$ cat config.mk
export PLATFORM = sky130hd
export DESIGN_NAME = ddr3_init_seq
export DESIGN_NICKNAME = d
export VERILOG_FILES = /design/src/rtl/ddr3_init_pkg.sv /design/src/rtl/init_delay_timer.sv /design/src/rtl/init_mr_select.sv /design/src/rtl/init_cmd_encoder.sv /design/src/rtl/ddr3_init_seq.sv
export SDC_FILE = /design/constraint.sdc
export NUM_CORES = 1
export LEC_CHECK = 0
export BUFFER_PORTS_ARGS = -buffer_cell sky130_fd_sc_hd__buf_2
export CORE_MARGIN = 2
export CORE_UTILIZATION = 45
export DETAILED_ROUTE_END_ITERATION = 8
export PLACE_DENSITY = 0.69
export SYNTH_ARGS = -nofsm -noshare
export SYNTH_HDL_FRONTEND = slang
export SYNTH_SLANG_ARGS = --single-unit
$ cat constraint.sdc
create_clock -name clk -period 2.32 [get_ports clk]
set_clock_uncertainty 0.05 [all_clocks]
set_input_delay 0.464 -clock clk [delete_from_list [all_inputs] [get_ports clk]]
set_output_delay 0.464 -clock clk [all_outputs]
set_load 0.02 [all_outputs]
$ cat src/rtl/ddr3_init_pkg.sv
package ddr3_init_pkg;

  typedef enum logic [3:0] {
    ST_IDLE,
    ST_RST_HOLD,
    ST_CKE_WAIT,
    ST_XPR_WAIT,
    ST_MRS_ISSUE,
    ST_MRD_GAP,
    ST_MOD_GAP,
    ST_ZQCL_ISSUE,
    ST_ZQ_WAIT,
    ST_READY
  } init_state_e;

  // {cs_n, ras_n, cas_n, we_n}
  localparam logic [3:0] CMD_DES  = 4'b1111;
  localparam logic [3:0] CMD_NOP  = 4'b0111;
  localparam logic [3:0] CMD_MRS  = 4'b0000;
  localparam logic [3:0] CMD_ZQCL = 4'b0110;

  localparam int unsigned ZQ_LONG_BIT = 10;

  function automatic int unsigned umax(input int unsigned a, input int unsigned b);
    return (a > b) ? a : b;
  endfunction

endpackage

$ cat src/rtl/init_delay_timer.sv
// Shared down-counter: loaded with N on entry to a state, flags the
// state's last cycle, so the state lasts N cycles (N >= 1).
module init_delay_timer #(
  parameter int unsigned CNT_W = 8
) (
  input  logic             clk,
  input  logic             rst_n,
  input  logic             load,
  input  logic [CNT_W-1:0] load_val,
  output logic             expired
);

  logic [CNT_W-1:0] cnt_q;
  logic [CNT_W-1:0] cnt_d;
  logic             cnt_en;

  always_comb begin
    cnt_en = 1'b0;
    cnt_d  = cnt_q;
    if (load) begin
      cnt_en = 1'b1;
      cnt_d  = load_val;
    end else if (cnt_q > CNT_W'(1)) begin
      cnt_en = 1'b1;
      cnt_d  = cnt_q - CNT_W'(1);
    end
  end

  always_ff @(posedge clk or negedge rst_n) begin
    if (!rst_n) begin
      cnt_q <= '0;
    end else if (cnt_en) begin
      cnt_q <= cnt_d;
    end
  end

  assign expired = (cnt_q <= CNT_W'(1));

endmodule

$ cat src/rtl/init_mr_select.sv
// Maps the write index to the mandatory register order 2, 3, 1, 0.
module init_mr_select #(
  parameter int unsigned              ADDR_W = 14,
  parameter int unsigned              BA_W   = 3,
  parameter logic [ADDR_W-1:0]        P_MR0  = '0,
  parameter logic [ADDR_W-1:0]        P_MR1  = '0,
  parameter logic [ADDR_W-1:0]        P_MR2  = '0,
  parameter logic [ADDR_W-1:0]        P_MR3  = '0
) (
  input  logic [1:0]        idx,
  output logic [BA_W-1:0]   mr_ba,
  output logic [ADDR_W-1:0] mr_val
);

  always_comb begin
    case (idx)
      2'd0:    begin mr_ba = BA_W'(2); mr_val = P_MR2; end
      2'd1:    begin mr_ba = BA_W'(3); mr_val = P_MR3; end
      2'd2:    begin mr_ba = BA_W'(1); mr_val = P_MR1; end
      default: begin mr_ba = BA_W'(0); mr_val = P_MR0; end
    endcase
  end

endmodule

$ cat src/rtl/init_cmd_encoder.sv
// Moore decode of the pins from the sequencer state.
module init_cmd_encoder
  import ddr3_init_pkg::*;
#(
  parameter int unsigned ADDR_W = 14,
  parameter int unsigned BA_W   = 3
) (
  input  init_state_e       state,
  input  logic [BA_W-1:0]   mr_ba,
  input  logic [ADDR_W-1:0] mr_val,
  output logic              mem_reset_n,
  output logic              mem_cke,
  output logic              mem_odt,
  output logic [3:0]        mem_cmd,
  output logic [BA_W-1:0]   mem_ba,
  output logic [ADDR_W-1:0] mem_addr,
  output logic              init_done
);

  always_comb begin
    mem_reset_n = 1'b1;
    mem_cke     = 1'b1;
    mem_odt     = 1'b0;
    mem_cmd     = CMD_NOP;
    mem_ba      = '0;
    mem_addr    = '0;
    init_done   = 1'b0;
    case (state)
      ST_IDLE, ST_RST_HOLD: begin
        mem_reset_n = 1'b0;
        mem_cke     = 1'b0;
        mem_cmd     = CMD_DES;
      end
      ST_CKE_WAIT: begin
        mem_cke = 1'b0;
        mem_cmd = CMD_DES;
      end
      ST_MRS_ISSUE: begin
        mem_cmd  = CMD_MRS;
        mem_ba   = mr_ba;
        mem_addr = mr_val;
      end
      ST_ZQCL_ISSUE: begin
        mem_cmd               = CMD_ZQCL;
        mem_addr[ZQ_LONG_BIT] = 1'b1;
      end
      ST_READY: begin
        init_done = 1'b1;
      end
      default: ;
    endcase
  end

endmodule

$ cat src/rtl/ddr3_init_seq.sv
module ddr3_init_seq
  import ddr3_init_pkg::*;
#(
  parameter int unsigned       ADDR_W     = 14,
  parameter int unsigned       BA_W       = 3,
  parameter int unsigned       P_RST_COLD = 160000,
  parameter int unsigned       P_RST_WARM = 80,
  parameter int unsigned       P_CKE_DLY  = 400000,
  parameter int unsigned       P_TXS      = 96,
  parameter int unsigned       P_TMRD     = 4,
  parameter int unsigned       P_TMOD     = 12,
  parameter int unsigned       P_TZQINIT  = 512,
  parameter int unsigned       P_TDLLK    = 512,
  parameter logic [ADDR_W-1:0] P_MR0      = 14'h0520,
  parameter logic [ADDR_W-1:0] P_MR1      = 14'h0044,
  parameter logic [ADDR_W-1:0] P_MR2      = 14'h0008,
  parameter logic [ADDR_W-1:0] P_MR3      = 14'h0000
) (
  input  logic              clk,
  input  logic              rst_n,
  input  logic              start,
  input  logic              warm,
  output logic              mem_reset_n,
  output logic              mem_cke,
  output logic              mem_odt,
  output logic [3:0]        mem_cmd,
  output logic [BA_W-1:0]   mem_ba,
  output logic [ADDR_W-1:0] mem_addr,
  output logic              init_done
);

  localparam int unsigned T_XPR  = umax(P_TXS, 5);
  localparam int unsigned T_ZQ   = umax(P_TZQINIT, P_TDLLK);
  localparam int unsigned T_MAX  = umax(umax(umax(P_RST_COLD, P_RST_WARM), umax(P_CKE_DLY, T_XPR)),
                                        umax(umax(P_TMRD, P_TMOD), T_ZQ));
  localparam int unsigned CNT_W  = $clog2(T_MAX + 1);

  localparam logic [CNT_W-1:0] L_COLD = CNT_W'(P_RST_COLD);
  localparam logic [CNT_W-1:0] L_WARM = CNT_W'(P_RST_WARM);
  localparam logic [CNT_W-1:0] L_CKE  = CNT_W'(P_CKE_DLY);
  localparam logic [CNT_W-1:0] L_XPR  = CNT_W'(T_XPR);
  localparam logic [CNT_W-1:0] L_MRD  = CNT_W'(P_TMRD - 1);
  localparam logic [CNT_W-1:0] L_MOD  = CNT_W'(P_TMOD - 1);
  localparam logic [CNT_W-1:0] L_ZQ   = CNT_W'(T_ZQ - 1);

  init_state_e       state_q, state_d;
  logic [1:0]        idx_q, idx_d;
  logic              tmr_load;
  logic [CNT_W-1:0]  tmr_val;
  logic              tmr_exp;
  logic [BA_W-1:0]   mr_ba;
  logic [ADDR_W-1:0] mr_val;

  init_delay_timer #(.CNT_W(CNT_W)) u_timer (
    .clk      (clk),
    .rst_n    (rst_n),
    .load     (tmr_load),
    .load_val (tmr_val),
    .expired  (tmr_exp)
  );

  init_mr_select #(
    .ADDR_W (ADDR_W), .BA_W (BA_W),
    .P_MR0 (P_MR0), .P_MR1 (P_MR1), .P_MR2 (P_MR2), .P_MR3 (P_MR3)
  ) u_mr_sel (
    .idx    (idx_q),
    .mr_ba  (mr_ba),
    .mr_val (mr_val)
  );

  init_cmd_encoder #(.ADDR_W(ADDR_W), .BA_W(BA_W)) u_enc (
    .state       (state_q),
    .mr_ba       (mr_ba),
    .mr_val      (mr_val),
    .mem_reset_n (mem_reset_n),
    .mem_cke     (mem_cke),
    .mem_odt     (mem_odt),
    .mem_cmd     (mem_cmd),
    .mem_ba      (mem_ba),
    .mem_addr    (mem_addr),
    .init_done   (init_done)
  );

  // Next-state logic
  always_comb begin
    state_d  = state_q;
    idx_d    = idx_q;
    tmr_load = 1'b0;
    tmr_val  = '0;
    if (start) begin
      state_d  = ST_RST_HOLD;
      idx_d    = '0;
      tmr_load = 1'b1;
      tmr_val  = warm ? L_WARM : L_COLD;
    end else begin
      case (state_q)
        ST_RST_HOLD: if (tmr_exp) begin
          state_d  = ST_CKE_WAIT;
          tmr_load = 1'b1;
          tmr_val  = L_CKE;
        end
        ST_CKE_WAIT: if (tmr_exp) begin
          state_d  = ST_XPR_WAIT;
          tmr_load = 1'b1;
          tmr_val  = L_XPR;
        end
        ST_XPR_WAIT: if (tmr_exp) begin
          state_d = ST_MRS_ISSUE;
        end
        ST_MRS_ISSUE: begin
          idx_d    = idx_q + 2'd1;
          tmr_load = 1'b1;
          if (idx_q == 2'd3) begin
            state_d = ST_MOD_GAP;
            tmr_val = L_MOD;
          end else begin
            state_d = ST_MRD_GAP;
            tmr_val = L_MRD;
          end
        end
        ST_MRD_GAP: if (tmr_exp) begin
          state_d = ST_MRS_ISSUE;
        end
        ST_MOD_GAP: if (tmr_exp) begin
          state_d = ST_ZQCL_ISSUE;
        end
        ST_ZQCL_ISSUE: begin
          state_d  = ST_ZQ_WAIT;
          tmr_load = 1'b1;
          tmr_val  = L_ZQ;
        end
        ST_ZQ_WAIT: if (tmr_exp) begin
          state_d = ST_READY;
        end
        default: ;
      endcase
    end
  end

  // State registers
  always_ff @(posedge clk or negedge rst_n) begin
    if (!rst_n) begin
      state_q <= ST_IDLE;
      idx_q   <= '0;
    end else begin
      state_q <= state_d;
      idx_q   <= idx_d;
    end
  end

endmodule

==> results of run 1 <==
==> cell usage in the layout, fill, tap and decap left out, types with 6 or more instances in the layout <==
master / instances
sky130_fd_sc_hd__a21oi_1: 10
sky130_fd_sc_hd__buf_2: 18
sky130_fd_sc_hd__buf_4: 25
sky130_fd_sc_hd__conb_1: 10
sky130_fd_sc_hd__dfrtp_1: 25
sky130_fd_sc_hd__ha_1: 7
sky130_fd_sc_hd__inv_1: 8
sky130_fd_sc_hd__nand2_1: 15
sky130_fd_sc_hd__nand2b_1: 7
sky130_fd_sc_hd__nor2_1: 22
sky130_fd_sc_hd__nor3_1: 7
sky130_fd_sc_hd__o21ai_0: 6
sky130_fd_sc_hd__xnor2_1: 11
==> metrics by stage <==
step | hold slack, ps | std cells | total power (W) | setup slack [ps] | util
5_1_grt | 148 | 302 | 0.00133 | -109 | 0.551
4_1_cts | 136 | 301 | 0.00124 | -48.4 | 0.540
3_5_place_dp | 446 | 297 | 0.000965 | -61.5 | 0.524
3_3_place_gp | 442 | 297 | 0.000959 | -11.1 | 0.524
2_1_floorplan | 118 | 225 | 0.000836 | -94.0 | -
6_report | 119 | 302 | 0.00125 | -17.3 | 0.551
==> layer usage <==
metal  vias up  routed length (um)
met2        39                1990
met5         -                   0
met1       742                2110
met4         0                  66
met3         7                 170
li1        813                   -
==> power by group through the flow <==
| stage | clock (W) | sequential, W | combinational (W) |
|---|---|---|---|
| global placement | 0 | 0.000535 | 0.000424 |
| global route | 0.000296 | 0.000539 | 0.000498 |
| finish | 0.000268 | 0.000533 | 0.000449 |
| detailed placement | 0 | 0.000539 | 0.000427 |
| floorplan | 0 | 0.000524 | 0.000311 |
| CTS | 0.000277 | 0.000530 | 0.000435 |
==> cell families after synthesis <==
kind of cell | after synthesis | share of synthesized area
AOI/OAI and AO/OA | 50 | 0.192
xor gates and xnor gates | 16 | 0.0751
adders and majority gates | 7 | 0.0469
buffers and inverters | 30 | 0.101
DFF | 25 | 0.335
muxes | 2 | 0.0114
other | 1 | 0.00201
and+or+nand+nor | 85 | 0.236
==> registers in the layout, summed over array words and instances, names as in the netlist <==
| register | flops |
|---|---|
| u_timer.cnt_q | 19 |
| state_q | 4 |
| idx_q | 2 |
==> timing repair <==
item                       CTS  global route
setup endpoints to repair    8            23
pin swaps                    0             3
setup buffers                0             1
resized for setup            4             9
==> final cells by class <==
cell class / count / area [sq um] / share of cell area
Multi-Input combinational cell: 170 / 1130 / 0.515
Sequential cell: 25 / 626 / 0.284
Timing Repair Buffer: 45 / 300 / 0.136
Tap cell: 50 / 62.6 / 0.0284
Clock buffer: 3 / 41.3 / 0.0188
Inverter: 8 / 30.0 / 0.0136
Clock inverter: 1 / 7.51 / 0.00341
==> worst reg2reg max path, cell delays in order, from the launching register on <==
cell,delay (ps)
sky130_fd_sc_hd__dfrtp_1,390
sky130_fd_sc_hd__or4_4,540
sky130_fd_sc_hd__or4_4,480
sky130_fd_sc_hd__or2_4,270
sky130_fd_sc_hd__or4_4,420
sky130_fd_sc_hd__a21oi_2,120
==> final timing paths <==
kind	from	endpoint	slack [ps]	cells past startpoint
max reg2reg	u_timer.cnt_q[14]	state_q[2]	-20	5
min	rst_n	u_timer.cnt_q[15]	120	1
min in group clk	start	state_q[3]	450	2
min reg2reg	u_timer.cnt_q[10]	u_timer.cnt_q[10]	520	2
max	u_timer.cnt_q[14]	state_q[2]	-20	5
max in group asynchronous	rst_n	idx_q[0]	1730	1
==> results.md, run 1 <==
- The critical path in this run is classified as reg2reg.
- After routing the design area is ~0.0022 sq mm.
- At the worst endpoint, the required time is roughly 2500 ps.
- The number of diodes is 0.
- Buffers inserted to repair hold after CTS numbered 0.
- The first global-routing pass estimated about 7400 um of wire.
- Dividing the final minimum period by the clock period gives 1.01.
- By area the synthesized netlist is led by sky130_fd_sc_hd__dfrtp_1 34%, sky130_fd_sc_hd__buf_4 5.2%, sky130_fd_sc_hd__xnor2_1 5.2%.
- The via count of the first global-routing pass is around 1,600.
- The number of distinct standard cells referenced by the synthesized netlist is 51.
- For this run, the number of Yosys warnings is 0.
- The instance area after placement is 0.00210 sq mm.
- The relative area change from synthesis to final layout is 18.0%.
- The smallest clock period supported by the final layout is computed as roughly 2300 ps.
- The number of antenna violations at the first check in global routing was 0.
- The die is ~68 um tall.
- The CTS tree is yes.
- The number of nets with antenna violations after routing is 0.
- Together, buffers and inverters on the worst path number 0.
- The logic gate share of total power is 0.359.
- The min-delay analysis places its worst path in the category in2async.
- The number of pins exceeding their max-slew limit in the final report is 0.
- The final setup violation count is 2.
- Measured along the x axis, the die boundary spans ~70 um.
- The weighted congestion at the end of routability-driven global placement is 0.891.
- Counting flops with a built-in enable in the synthesized netlist gives 0.
- Counting stages on the worst path, the most repeated cell is sky130_fd_sc_hd__or4_4.
- The per-instance average area after synthesis is 8.64 sq um.
- met2 is the most crowded layer.
- The post-detailed-route wirelength per cell is between 10 and 15 um.
- The detailed placement HPWL is 3310 um.
- The post-synthesis register bit count is 25.
- The clock insertion delay at the later pin of the skew report is around 270 ps.
- The final-report hold violation count was 0.
- The analysis attributes to net switching a power of between 0.0004 and 0.0005 W.
- The cell type group with the largest total delay on the critical path is simple AND/OR/NAND/NOR gates.
- The share of total power dissipated in sequential elements is 0.426.
- The cell with the largest stage delay on the worst path is sky130_fd_sc_hd__or4_4.
- For the worst setup path, the data arrival time is ~2500 ps.
- In the routed layout, each cell is associated on average with a via count of 5.30.
- Counting every sink on the clock net gives 25.
- For this run, the post-layout net count is about 260.
- The maximum buffer depth of the clock tree is 2.
- After floorplanning, the core was divided into 23 placement rows.
- The total number of vias is 1,601.
- The total negative setup slack is -18.4 ps.
- The startpoint type of the worst setup path is a register.
- Setup repair after global routing could not meet its margin everywhere.
- The run finished, with violations left.
- Across the run, the number of max-cap violations was 0.
- CTS built an H-tree with a depth of 1.
- The final reports fail on negative setup slack.
- The portion of synthesized cell area occupied by the leading cell type is 0.335.
- The transition time at the pin with the least slew margin is around 560 ps.
- The share of the Yosys chip area taken by registers is 0.335.
- The fraction of synthesis flops using an asynchronous set or reset pin is 1.00.
- The total area inside the core boundary comes to roughly 0.004 sq mm.
- The total routing usage reported by global routing is 0.214.
- Of the total power, the clock network draws 0.215.
- Pin placement for this block handled 29 I/O pins.
- After filler insertion, the fill cell instance count of the layout stands at about 370.
- The maximum number of pins on one net before global-route repair is 26.
- After detailed routing, the total wire length is approximately 4300 um.
- Clock tree synthesis inserted a total of 3 buffers.
- The predominant post-synthesis flop cell is sky130_fd_sc_hd__dfrtp_1.
- Synthesis produced a netlist whose cell count is 216.
- The headroom to the max-slew limit is 0.624.
- The biggest fanout along the worst timing path is 5.
- The cell chosen for the clock root is sky130_fd_sc_hd__clkbuf_8.
- For this configuration, the core starts out at a cell density of 0.466.
- Traced cell by cell, the critical path runs through or4_4, or4_4, or2_4, or4_4, a21oi_2.
- The number of design-rule violations left by the first detailed-router iteration is between 100 and 150.
- The power density over cell area is approximately 570 mW/mm^2.
- Summing every instance area after synthesis gives ~0.0019 sq mm.
- The global routing usage on met2 is 0.320.
- Global routing finished with a remaining overflow of 0.
- Of the total power, the share spent switching nets is 0.365.
- Summed over all instances, the cell type with the most area after synthesis is sky130_fd_sc_hd__dfrtp_1.
- After clock tree synthesis, the clock-pin slew on the worst setup and hold paths is roughly 90 ps.
- In the final layout, the share of cells above drive strength 1 is 0.274.
- The fraction of met1 tracks used by global routing is 0.305.
- The number of design rule violations left after detail routing is 0.
- Among all cell types in the netlist, the one instantiated most often is sky130_fd_sc_hd__dfrtp_1.
- VDD sags by at most about 0.00028 V.
- The area of the die is ~0.0047 sq mm.
- The leakage power summed over all cells is 1.02 nW.
- The number of buffers added on ports is 18.
- The longest individual stage delay on the worst path is between 500 and 600 ps.
- The total internal power is roughly 0.0008 W.
- The post-layout worst setup margin is -17.3 ps.
- Counting instances in the post-synthesis netlist gives the leading cell types as 25 x sky130_fd_sc_hd__dfrtp_1, 22 x sky130_fd_sc_hd__nor2_1, 16 x sky130_fd_sc_hd__nand2_1.
- The critical path capture point type is a register.
- The fraction of met3 tracks used by global routing is 0.0362.
- For this run, the top clock speed supported by timing is roughly 430 MHz.
- The first TritonRoute pass finished after 4 iterations.
No activity file was read; power rests on OpenSTA's default activity.
==> run 2, diff against run 1 <==
--- a/config.mk
+++ b/config.mk
@@ -10,6 +10,8 @@
 export CORE_UTILIZATION = 45
 export DETAILED_ROUTE_END_ITERATION = 8
 export PLACE_DENSITY = 0.69
+export SETUP_SLACK_MARGIN = 0.4
+export SLEW_MARGIN = 20
 export SYNTH_ARGS = -nofsm -noshare
 export SYNTH_HDL_FRONTEND = slang
 export SYNTH_SLANG_ARGS = --single-unit
==> run 2 against run 1 <==
Effect of this change: the run still ends with negative setup slack left; critical path depth is the same; sequential share of layout area shrank 2.6 points; global-route usage grew 1.6 points; utilization grew 5.5 points; sequential power shrank 2%; cell count grew 2.0%; combinational power grew 14%; design area grew 9.9%; clock power grew 1%; critical endpoint unchanged.
==> results.md, run 2 (synthesis results as in run 1) <==
- The post-detailed-route wirelength per cell is 15.6 um (was 14.3 um).
- The maximum buffer depth of the clock tree is 2 (unchanged).
- The cell occurring most often along the worst timing path is sky130_fd_sc_hd__or4_4 (unchanged).
- The leakage power summed over all cells came to 1.08 nW (was 1.02 nW).
- The power density over cell area is 539 mW/mm^2 (was 568 mW/mm^2).
- The routing layer with the top usage in global route was met2 (unchanged).
- The detail-routed via count per cell is 5.61 (was 5.30).
- The clock insertion delay at the later pin of the skew report is 280 ps (was 270 ps).
- The number of maximum-capacitance constraint violations is 0 (unchanged).
- The row count is 23 (unchanged).
- The total chip power is 0.00131 W (was 0.00125 W).
- The total routing usage reported by global routing was 0.230 (was 0.214).
- The final critical path time including I/O delays and setup came to 2330 ps (was 2340 ps).
- The post-detailed-routing wire length is 4790 um (was 4330 um).
- Setup repair after global routing missed its margin: true (unchanged).
- The placeable core area is 0.00400 sq mm (unchanged).
- The biggest fanout along the worst timing path is 6 (was 5).
- The startpoint-to-endpoint class of the critical path is reg2reg (unchanged).
- Violated checks: negative setup slack (unchanged).
- The net count of the finished layout came to 270 (was 264).
- Cells traversed along the worst timing path: or4_4, or4_4, or2_4, or4_4, a21oi_2 (unchanged).
- The internal reg-to-reg setup slack came to -10 ps (was -20 ps).
- The height of the die was 68.4 um (unchanged).
- The cell with the largest stage delay on the worst path is sky130_fd_sc_hd__or4_4 (unchanged).
- Most frequent cells in the layout: 28 x sky130_fd_sc_hd__buf_4, 25 x sky130_fd_sc_hd__dfrtp_1, 16 x sky130_fd_sc_hd__nor2_1, 15 x sky130_fd_sc_hd__buf_2, 14 x sky130_fd_sc_hd__nand2_1 (was 25 x sky130_fd_sc_hd__dfrtp_1, 25 x sky130_fd_sc_hd__buf_4, 22 x sky130_fd_sc_hd__nor2_1, 18 x sky130_fd_sc_hd__buf_2, 15 x sky130_fd_sc_hd__nand2_1).
- The commonest non-fill, non-tap cell in the layout is sky130_fd_sc_hd__buf_4.
- The die boundary width is 68.4 um (unchanged).
- Largest registers: u_timer.cnt_q: 19 flops, state_q: 4 flops, idx_q: 2 flops (unchanged).
- The transition time at the pin with the least slew margin came to 832 ps (was 564 ps).
- The cell chosen for the clock root is sky130_fd_sc_hd__clkbuf_8 (unchanged).
- The startpoint type of the worst setup path is a register (unchanged).
- The fraction of met1 tracks used by global routing came to 0.335 (was 0.305).
- The reg-to-reg endpoint is state_q[2] (unchanged).
- The worst hold path class is in2async (unchanged).
- The logic depth of the worst setup path including buffers is 5 (unchanged).
- The area of the die is 0.00468 sq mm (unchanged).
- The fraction of met3 tracks used by global routing is 0.0378 (was 0.0362).
- The CTS tree is yes (unchanged).
- The register bank with the most flops was u_timer.cnt_q (unchanged).
- The number of design-rule violations left by the first detailed-router iteration came to 96 (was 108).
- The origin of the critical flop-to-flop path is u_timer.cnt_q[14] (unchanged).
- The global routing usage on met2 is 0.350 (was 0.320).
- The number of H-tree branching levels came to 1 (unchanged).
- The number of diodes is 0 (unchanged).
- The final setup violation count is 2 (unchanged).
- The weighted congestion at the end of routability-driven global placement is 0.844 (was 0.891).
- The flip-flop count of the largest register after layout is 19 (unchanged).
- The cell total after placement is 295 (was 297).
- The maximum number of pins on one net before global-route repair is 26 (unchanged).
- The largest voltage drop on the vdd net came to 0.000301 V (was 0.000284 V).
- The headroom to the max-slew limit is 0.441 (was 0.624).
- The number of buffers added on ports came to 18 (unchanged).
- The critical path capture point type is a register (unchanged).
- The highest clock rate is 428 MHz (about the same).
- The number of nets with antenna violations after routing came to 0 (unchanged).
- The cell type group with the largest total delay on the critical path was simple AND/OR/NAND/NOR gates (unchanged).
- The via count of the first global-routing pass is 1,635 (was 1,594).
- The longest individual stage delay on the worst path is 530 ps (was 540 ps).
- The startpoint of the most critical setup path is u_timer.cnt_q[14] (unchanged).
- The number of design rule violations left after detail routing is 0 (unchanged).
- The summed area of non-filler cells in the final layout came to 0.00242 sq mm (was 0.00220 sq mm).
- The total number of vias is 1,728 (was 1,601).
- The final cycle utilization of the critical path is 1.01 (about the same).
- The post-layout worst setup margin is -14.0 ps (was -17.3 ps).
- The instance area after placement is 0.00209 sq mm (was 0.00210 sq mm).
- The final cell utilization of the core is 0.605 (was 0.551).
- The depth of the most critical reg-to-reg path was 5 (unchanged).
- The first-pass iteration count of the detailed router came to 4 (unchanged).
- The initial cell density of the core is 0.466 (unchanged).
- The required time of the critical path is 2480 ps (about the same).
- The number of antenna violations at the first check in global routing was 0 (unchanged).
- The global-route wire length before repair is 8000 um (was 7430 um).
- The leftover overflow at the end of global routing came to 0 (unchanged).
- The worst path arrival time is 2490 ps (was 2500 ps).
- The total negative setup slack came to -20.9 ps (was -18.4 ps).
- The total number of clock tree sinks is 25 (unchanged).
- The hold buffer count at cts is 0 (unchanged).
- The number of buffers created by CTS is 3 (unchanged).
- The number of pins exceeding their max-slew limit in the final report is 0 (unchanged).
- The last element of the critical path is state_q[2] (unchanged).
- The final-report hold violation count is 0 (unchanged).
- The relative area change from synthesis to final layout came to 29.8% (was 18.0%).
- The clock slew at the register clock pins of the worst setup and hold paths came to 90 ps (about the same).
- The detailed placement HPWL is 3250 um (was 3310 um).
- Result of the run: finished with violations (unchanged).
- The non-filler instance count after layout was 308 (was 302).
- The number of top-level pins came to 29 (unchanged).
- The share of layout cells above drive strength 1 came to 0.376 (was 0.274).
- The buffers plus inverters on the worst setup path is 0 (unchanged).
==> run 2: changes by cell type in the layout (fill, tap and decap cells not counted), moves of 3 or more <==
cell	change
sky130_fd_sc_hd__nor2_1	-6
sky130_fd_sc_hd__buf_4	+3
sky130_fd_sc_hd__nor2_2	+3
sky130_fd_sc_hd__nor2_4	+3
sky130_fd_sc_hd__buf_6	+6
sky130_fd_sc_hd__buf_2	-3
sky130_fd_sc_hd__a21oi_1	-3
==> run 2: final cells by class <==
cell class,count,area (sq um)
multi-input combinational,170,1280
clock buffer,3,41.3
fill,333,1580
inverter,8,30.0
timing repair buffer,51,375
tap,50,62.6
sequential,25,626
clock inverter,1,5.00
==> run 2: per-layer routing <==
metal	up-vias	share of wire
li1	830	-
met1	826	0.45
met2	65	0.49
met3	7	0.057
met4	0	0.012
met5	-	0
==> run 2: where the power goes <==
group	total (W)	internal, W	switching [W]	leakage, nW
combinational	0.000510	0.000218	0.000292	0.728
clock	0.000272	0.000121	0.000152	0.0255
sequential	0.000524	0.000479	0.0000451	0.325
total	0.00131	0.000817	0.000489	1.08
==> run 2: worst min path at each step <==
stage / start / endpoint / cells after the start / slack, ps
global route: rst_n / u_timer.cnt_q[6] / 1 / 160
global placement: rst_n / u_timer.cnt_q[6] / 1 / 440
finish: rst_n / u_timer.cnt_q[6] / 1 / 110
detailed placement: rst_n / u_timer.cnt_q[6] / 1 / 440
floorplan: rst_n / idx_q[0] / 0 / 120
CTS: rst_n / u_timer.cnt_q[6] / 1 / 140
==> run 2: stage by stage <==
step | worst slack, ps | hold slack [ps]
CTS | -15.6 | 139
global route | -90.4 | 163
global placement | 5.57 | 442
detailed placement | -24.3 | 438
finish | -14.0 | 112
floorplan | -93.8 | 118
==> run 2: worst register-to-register path: stages (launching register included) <==
cell                      delay [ps]
sky130_fd_sc_hd__dfrtp_1         380
sky130_fd_sc_hd__or4_4           530
sky130_fd_sc_hd__or4_4           480
sky130_fd_sc_hd__or2_4           260
sky130_fd_sc_hd__or4_4           420
sky130_fd_sc_hd__a21oi_2         140
==> run 2: repair_timing <==
item,in CTS,in global routing
buffers inserted,6,3
pin swaps,11,7
endpoints found under the setup margin,34,35
resized for setup,33,17
